[src/rtl/smac_pkg.sv]
// Package: shared opcode encoding for the dual-lane multiply-add unit.
// Assumes a 2-bit opcode. Codes not listed here are decoded as pass-through.
package smac_pkg;

    typedef enum logic [1:0] {
        OPC_PASS  = 2'b00,
        OPC_MAC8  = 2'b01,
        OPC_ADD24 = 2'b10,
        OPC_SPARE = 2'b11
    } smac_opc_e;

endpackage

[src/rtl/smac_pipe_reg.sv]
// Module: a pipeline register with a load enable and a synchronous active-low clear.
// Assumes the clear takes priority over the load enable.
module smac_pipe_reg #(
    parameter int W = 24
) (
    input  logic         clk,
    input  logic         rst_n,
    input  logic         en,
    input  logic [W-1:0] d,
    output logic [W-1:0] q
);

    // Clear on reset, load when enabled, otherwise hold.
    always_ff @(posedge clk) begin
        if (!rst_n) begin
            q <= '0;
        end else if (en) begin
            q <= d;
        end
    end

endmodule

[src/rtl/smac_lane_front.sv]
// Module: first-stage logic of one lane. Decodes the opcode and produces the two
// terms that the second stage adds: a base term and an addend term.
//   multiply-add : base = accumulator lane, addend = sign-extended 8x8 product
//   vector add   : base = x lane,           addend = y lane
//   other codes  : base = accumulator lane, addend = 0
// Assumes ACCW >= 2*OPW, so the full product fits in the lane before it is summed.
module smac_lane_front
    import smac_pkg::*;
#(
    parameter int OPW  = 8,
    parameter int ACCW = 24
) (
    input  smac_opc_e        opc,
    input  logic [ACCW-1:0]  x_lane,
    input  logic [ACCW-1:0]  y_lane,
    input  logic [ACCW-1:0]  acc_lane,
    output logic [ACCW-1:0]  base,
    output logic [ACCW-1:0]  addend
);

    localparam int PW = 2 * OPW;

    logic signed [OPW-1:0] x_op;
    logic signed [OPW-1:0] y_op;
    logic signed [PW-1:0]  prod;
    logic signed [ACCW-1:0] prod_ext;

    // Take the low operand byte of each lane and form the signed product.
    always_comb begin
        x_op     = x_lane[OPW-1:0];
        y_op     = y_lane[OPW-1:0];
        prod     = x_op * y_op;
        prod_ext = ACCW'(prod);
    end

    // Pick the base and addend terms by opcode.
    always_comb begin
        case (opc)
            OPC_MAC8: begin
                base   = acc_lane;
                addend = prod_ext;
            end
            OPC_ADD24: begin
                base   = x_lane;
                addend = y_lane;
            end
            default: begin
                base   = acc_lane;
                addend = '0;
            end
        endcase
    end

endmodule

[src/rtl/simd_mac8_unit.sv]
// Module: dual-lane 8-bit SIMD multiply-add and 24-bit vector add, two stages.
// Stage 1 registers the per-lane base and addend terms. Stage 2 registers their
// wrapped sum. A new operation can enter on every cycle, and its result appears
// two edges after entry. The data registers load only on valid, so the result
// holds between operations.
// Assumes the packed lane layout with lane 0 in the low bits, and ACCW >= 2*OPW.
module simd_mac8_unit
    import smac_pkg::*;
#(
    parameter int LANES = 2,
    parameter int OPW   = 8,
    parameter int ACCW  = 24
) (
    input  logic                  clk,
    input  logic                  rst_n,
    input  logic                  in_valid,
    input  logic [1:0]            in_opc,
    input  logic [LANES*ACCW-1:0] in_x,
    input  logic [LANES*ACCW-1:0] in_y,
    input  logic [LANES*ACCW-1:0] in_acc,
    output logic                  out_valid,
    output logic [LANES*ACCW-1:0] out_sum
);

    localparam int TW = 2 * ACCW;

    smac_opc_e opc;
    logic      s1_valid;

    // Convert the raw opcode bits to the shared enum.
    always_comb begin
        opc = smac_opc_e'(in_opc);
    end

    // Carry the valid flag through both stages. It is cleared on reset.
    always_ff @(posedge clk) begin
        if (!rst_n) begin
            s1_valid  <= 1'b0;
            out_valid <= 1'b0;
        end else begin
            s1_valid  <= in_valid;
            out_valid <= s1_valid;
        end
    end

    for (genvar g = 0; g < LANES; g++) begin : g_lane
        logic [ACCW-1:0] base;
        logic [ACCW-1:0] addend;
        logic [ACCW-1:0] base_q;
        logic [ACCW-1:0] addend_q;
        logic [ACCW-1:0] lane_sum;

        smac_lane_front #(
            .OPW  (OPW),
            .ACCW (ACCW)
        ) u_front (
            .opc      (opc),
            .x_lane   (in_x[g*ACCW +: ACCW]),
            .y_lane   (in_y[g*ACCW +: ACCW]),
            .acc_lane (in_acc[g*ACCW +: ACCW]),
            .base     (base),
            .addend   (addend)
        );

        smac_pipe_reg #(
            .W (TW)
        ) u_stage1 (
            .clk   (clk),
            .rst_n (rst_n),
            .en    (in_valid),
            .d     ({base, addend}),
            .q     ({base_q, addend_q})
        );

        // Add within the lane width, so the sum wraps and nothing carries out.
        always_comb begin
            lane_sum = base_q + addend_q;
        end

        smac_pipe_reg #(
            .W (ACCW)
        ) u_stage2 (
            .clk   (clk),
            .rst_n (rst_n),
            .en    (s1_valid),
            .d     (lane_sum),
            .q     (out_sum[g*ACCW +: ACCW])
        );
    end

endmodule

[config.mk]
export PLATFORM = sky130hd
export DESIGN_NAME = simd_mac8_unit
export DESIGN_NICKNAME = d
export VERILOG_FILES = /design/src/rtl/smac_pkg.sv /design/src/rtl/smac_pipe_reg.sv /design/src/rtl/smac_lane_front.sv /design/src/rtl/simd_mac8_unit.sv
export SDC_FILE = /design/constraint.sdc
export NUM_CORES = 1
export LEC_CHECK = 0
export BUFFER_PORTS_ARGS = -buffer_cell sky130_fd_sc_hd__buf_2
export CELL_PAD_IN_SITES_DETAIL_PLACEMENT = 0
export CELL_PAD_IN_SITES_GLOBAL_PLACEMENT = 1
export CORE_AREA = 3 3 192 194
export DETAILED_ROUTE_END_ITERATION = 10
export DIE_AREA = 0 0 195 197
export GPL_ROUTABILITY_DRIVEN = 1
export PLACE_DENSITY = 0.84
export SETUP_SLACK_MARGIN = 0.2
export SYNTH_ARGS = -nofsm -noshare
export SYNTH_HDL_FRONTEND = slang
export SYNTH_HIERARCHICAL = 1
export SYNTH_SLANG_ARGS = --single-unit
[constraint.sdc]
create_clock -name clk -period 10.8 [get_ports clk]
set_input_delay 1.62 -clock clk [delete_from_list [all_inputs] [get_ports clk]]
set_output_delay 1.62 -clock clk [all_outputs]
set_load 0.02 [all_outputs]
==> impl_metrics.json <==
{
  "hold_violations": 0,
  "dr.pass1.iters": 5,
  "cts-resized-gates": 0,
  "crit_arrival_ps": 6220,
  "setup_violations": 0,
  "design_area_um2": 15900,
  "slew_headroom": 0.309,
  "final.setup.tns_ps": 0,
  "drv_cap": 0,
  "swShare": 0.408,
  "cts_inserted_buffers": 17,
  "hold_path.class": "flip-flop to flip-flop",
  "layout_common_cells": "195 x buf_2, 179 x inv_1, 161 x nor2b_1",
  "die_x_um": 195,
  "drcViolationCount": 0,
  "finalCriticalPeriod_ps": 5860,
  "syn_area_um2": 14100,
  "finClkSkew_ps": 11.1,
  "p_int_mw": 1.49,
  "cts_tree": "yes",
  "max_freq_mhz": 171,
  "root_buffer": "clkbuf_16",
  "setup_ws_ps": 4940,
  "synth-edff-count": 0,
  "utilization": 0.448,
  "synth_cell_types": 65,
  "n_antenna_cell": 0,
  "period_share": 0.543,
  "ios": 198,
  "wl_mm": 33.6,
  "ir_drop_mv": 0.0997,
  "num_rows": 69,
  "grt_setup_unrepaired": "no",
  "cts_num_sinks": 146,
  "async_reset_ff_frac": 0,
  "postCtsHoldBufs": 0,
  "grt-ovfl-total": 0,
  "ys_warn_count": 6,
  "die_h_um": 197,
  "seq_area_frac_synth": 0.207,
  "fin_cells": 2150,
  "cts_buffer_depth": 2,
  "layout_commonest_cell": "buf_2",
  "total_power_mw": 2.52,
  "place_ws_ps": 4560,
  "wl_per_cell_um": 15.6,
  "initial_core_util": 0.398,
  "grt_max_degree": 84,
  "insertion_delay_ps": 420,
  "dp_hpwl_mm": 27.2,
  "required_ps": 11160,
  "tightestPinTransition_ps": 1030,
  "post_cts_buffers": 0,
  "synthCells": 1513,
  "placed_cell_area_um2": 15300,
  "avgSynthCellArea_um2": 9.31,
  "ant_nets": 0,
  "crit_type": "input port to flip-flop",
  "dieArea_um2": 38400,
  "drive_gt1_frac": 0.176,
  "synthesis.nets": 1882,
  "ys_ff_latch": 146,
  "dpl.cell_count": 2118,
  "synth_ff_type": "dfxtp_1",
  "drt-initial-drc-count": 578,
  "htree_levels": 4,
  "combPwrFrac": 0.523,
  "p_seq_frac": 0.244,
  "grt_pass1_wl_mm": 55.9,
  "start_kind": "input port",
  "area_growth_syn_to_layout_pct": 12.5,
  "cp_max_fo": 9,
  "pwr_density_cell_nw_per_um2": 159,
  "layout.nets": 2045,
  "cp-end-kind": "flip-flop",
  "place.gp.congestion": 0.874,
  "vias_per_cell": 4.99,
  "portBuffers": 197,
  "antenna_found_initial": 0,
  "grt_usage": 0.176,
  "cts.clk_slew.worst_paths_ps": 70,
  "leakagePower_nw": 7.73,
  "outcome": "finished, final reports clean",
  "clkPwrFrac": 0.234,
  "switchingPower_mw": 1.03,
  "slew_viol_final": 0,
  "coreArea_um2": 35400,
  "via_count": 10700,
  "holdWs_ps": 515,
  "grt_pass1_vias": 11100
}
cell type report:
type | instances | area [um2]
clock buffers | 17 | 425
clock inverters | 15 | 160
fillers | 3476 | 19500
inverters | 179 | 672
multi-input cells | 1131 | 10100
flip-flops and latches | 146 | 2930
well taps | 461 | 577
repair buffers | 201 | 1020
path summary, 6_finish.rpt:
check / depth (start not counted) / startpoint / end / slack, ps
worst max-delay path: 17 / in_x[7] / g_lane[0].u_stage1/q[17]$_SDFFE_PN0P_ / 4940
worst min-delay path: 2 / g_lane[0].u_stage2/q[3]$_SDFFE_PN0P_ / g_lane[0].u_stage2/q[3]$_SDFFE_PN0P_ / 520
worst max register to register: 11 / g_lane[1].u_stage1/q[0]$_SDFFE_PN0P_ / g_lane[1].u_stage2/q[20]$_SDFFE_PN0P_ / 8040
worst min register to register: 2 / g_lane[0].u_stage2/q[3]$_SDFFE_PN0P_ / g_lane[0].u_stage2/q[3]$_SDFFE_PN0P_ / 520
power groups by stage:
stage / combinational [mW] / sequential, mW / clock [mW]
3_5_place_dp: 1.30 / 0.626 / 0
4_1_cts: 1.32 / 0.615 / 0.605
6_report: 1.32 / 0.614 / 0.589
5_1_grt: 1.51 / 0.619 / 0.629
3_3_place_gp: 1.28 / 0.625 / 0
2_1_floorplan: 1.03 / 0.623 / 0
per-layer routing:
layer | share of wire | track usage | up-vias
li1 | - | - | 5354
met1 | 0.44 | 0.223 | 5131
met2 | 0.49 | 0.309 | 214
met3 | 0.042 | 0.0306 | 38
met4 | 0.025 | 0.0533 | 0
met5 | 0 | 0 | -
Yosys cell counts, types with 4 or more instances:
| cell type | instances | share of area |
|---|---|---|
| a211oi_1 | 11 | 0.0059 |
| a21o_1 | 29 | 0.015 |
| a21oi_1 | 62 | 0.022 |
| a22o_1 | 8 | 0.0050 |
| a22oi_1 | 13 | 0.0069 |
| a31oi_1 | 6 | 0.0027 |
| and2_1 | 91 | 0.040 |
| and3_1 | 4 | 0.0018 |
| buf_12 | 10 | 0.014 |
| buf_2 | 7 | 0.0025 |
| buf_4 | 7 | 0.0037 |
| clkbuf_1 | 31 | 0.0083 |
| dfxtp_1 | 146 | 0.21 |
| fa_1 | 112 | 0.16 |
| ha_1 | 108 | 0.096 |
| inv_1 | 179 | 0.048 |
| mux2_2 | 50 | 0.040 |
| mux2i_1 | 144 | 0.10 |
| nand2_1 | 73 | 0.019 |
| nand2b_1 | 8 | 0.0036 |
| nand3_1 | 26 | 0.0092 |
| nand4_1 | 6 | 0.0027 |
| nor2_1 | 39 | 0.010 |
| nor2b_1 | 161 | 0.071 |
| nor3_1 | 12 | 0.0043 |
| o21a_1 | 9 | 0.0048 |
| o21ai_0 | 21 | 0.0075 |
| o21ai_1 | 5 | 0.0018 |
| o21bai_1 | 11 | 0.0059 |
| xnor2_1 | 46 | 0.029 |
| xor2_1 | 20 | 0.012 |
cells by family after synthesis:
family,after synthesis,synth area share
simple gates,438,0.173
xor+xnor,67,0.0422
mux,194,0.142
fa+ha+maj,220,0.255
compound gates,212,0.102
buf+inv,236,0.0780
flops,146,0.207
sequential cells by signal, indices dropped and copies added (netlist names):
signal and flops:
g_lane.u_stage2/q 48, s1_valid 1, out_valid 1, g_lane.u_stage1/q 96
critical path, cell delays in order:
cell	delay, ps
buf_2	170
nand2_1	140
fa_1	630
fa_1	520
inv_1	60
fa_1	520
inv_1	60
fa_1	530
inv_1	40
ha_1	370
nand3_1	110
a21oi_1	200
a211oi_1	140
or4b_1	700
nand3_1	150
mux2i_1	80
nor2b_1	150
Note: power is estimated with default switching activity, not from simulation.
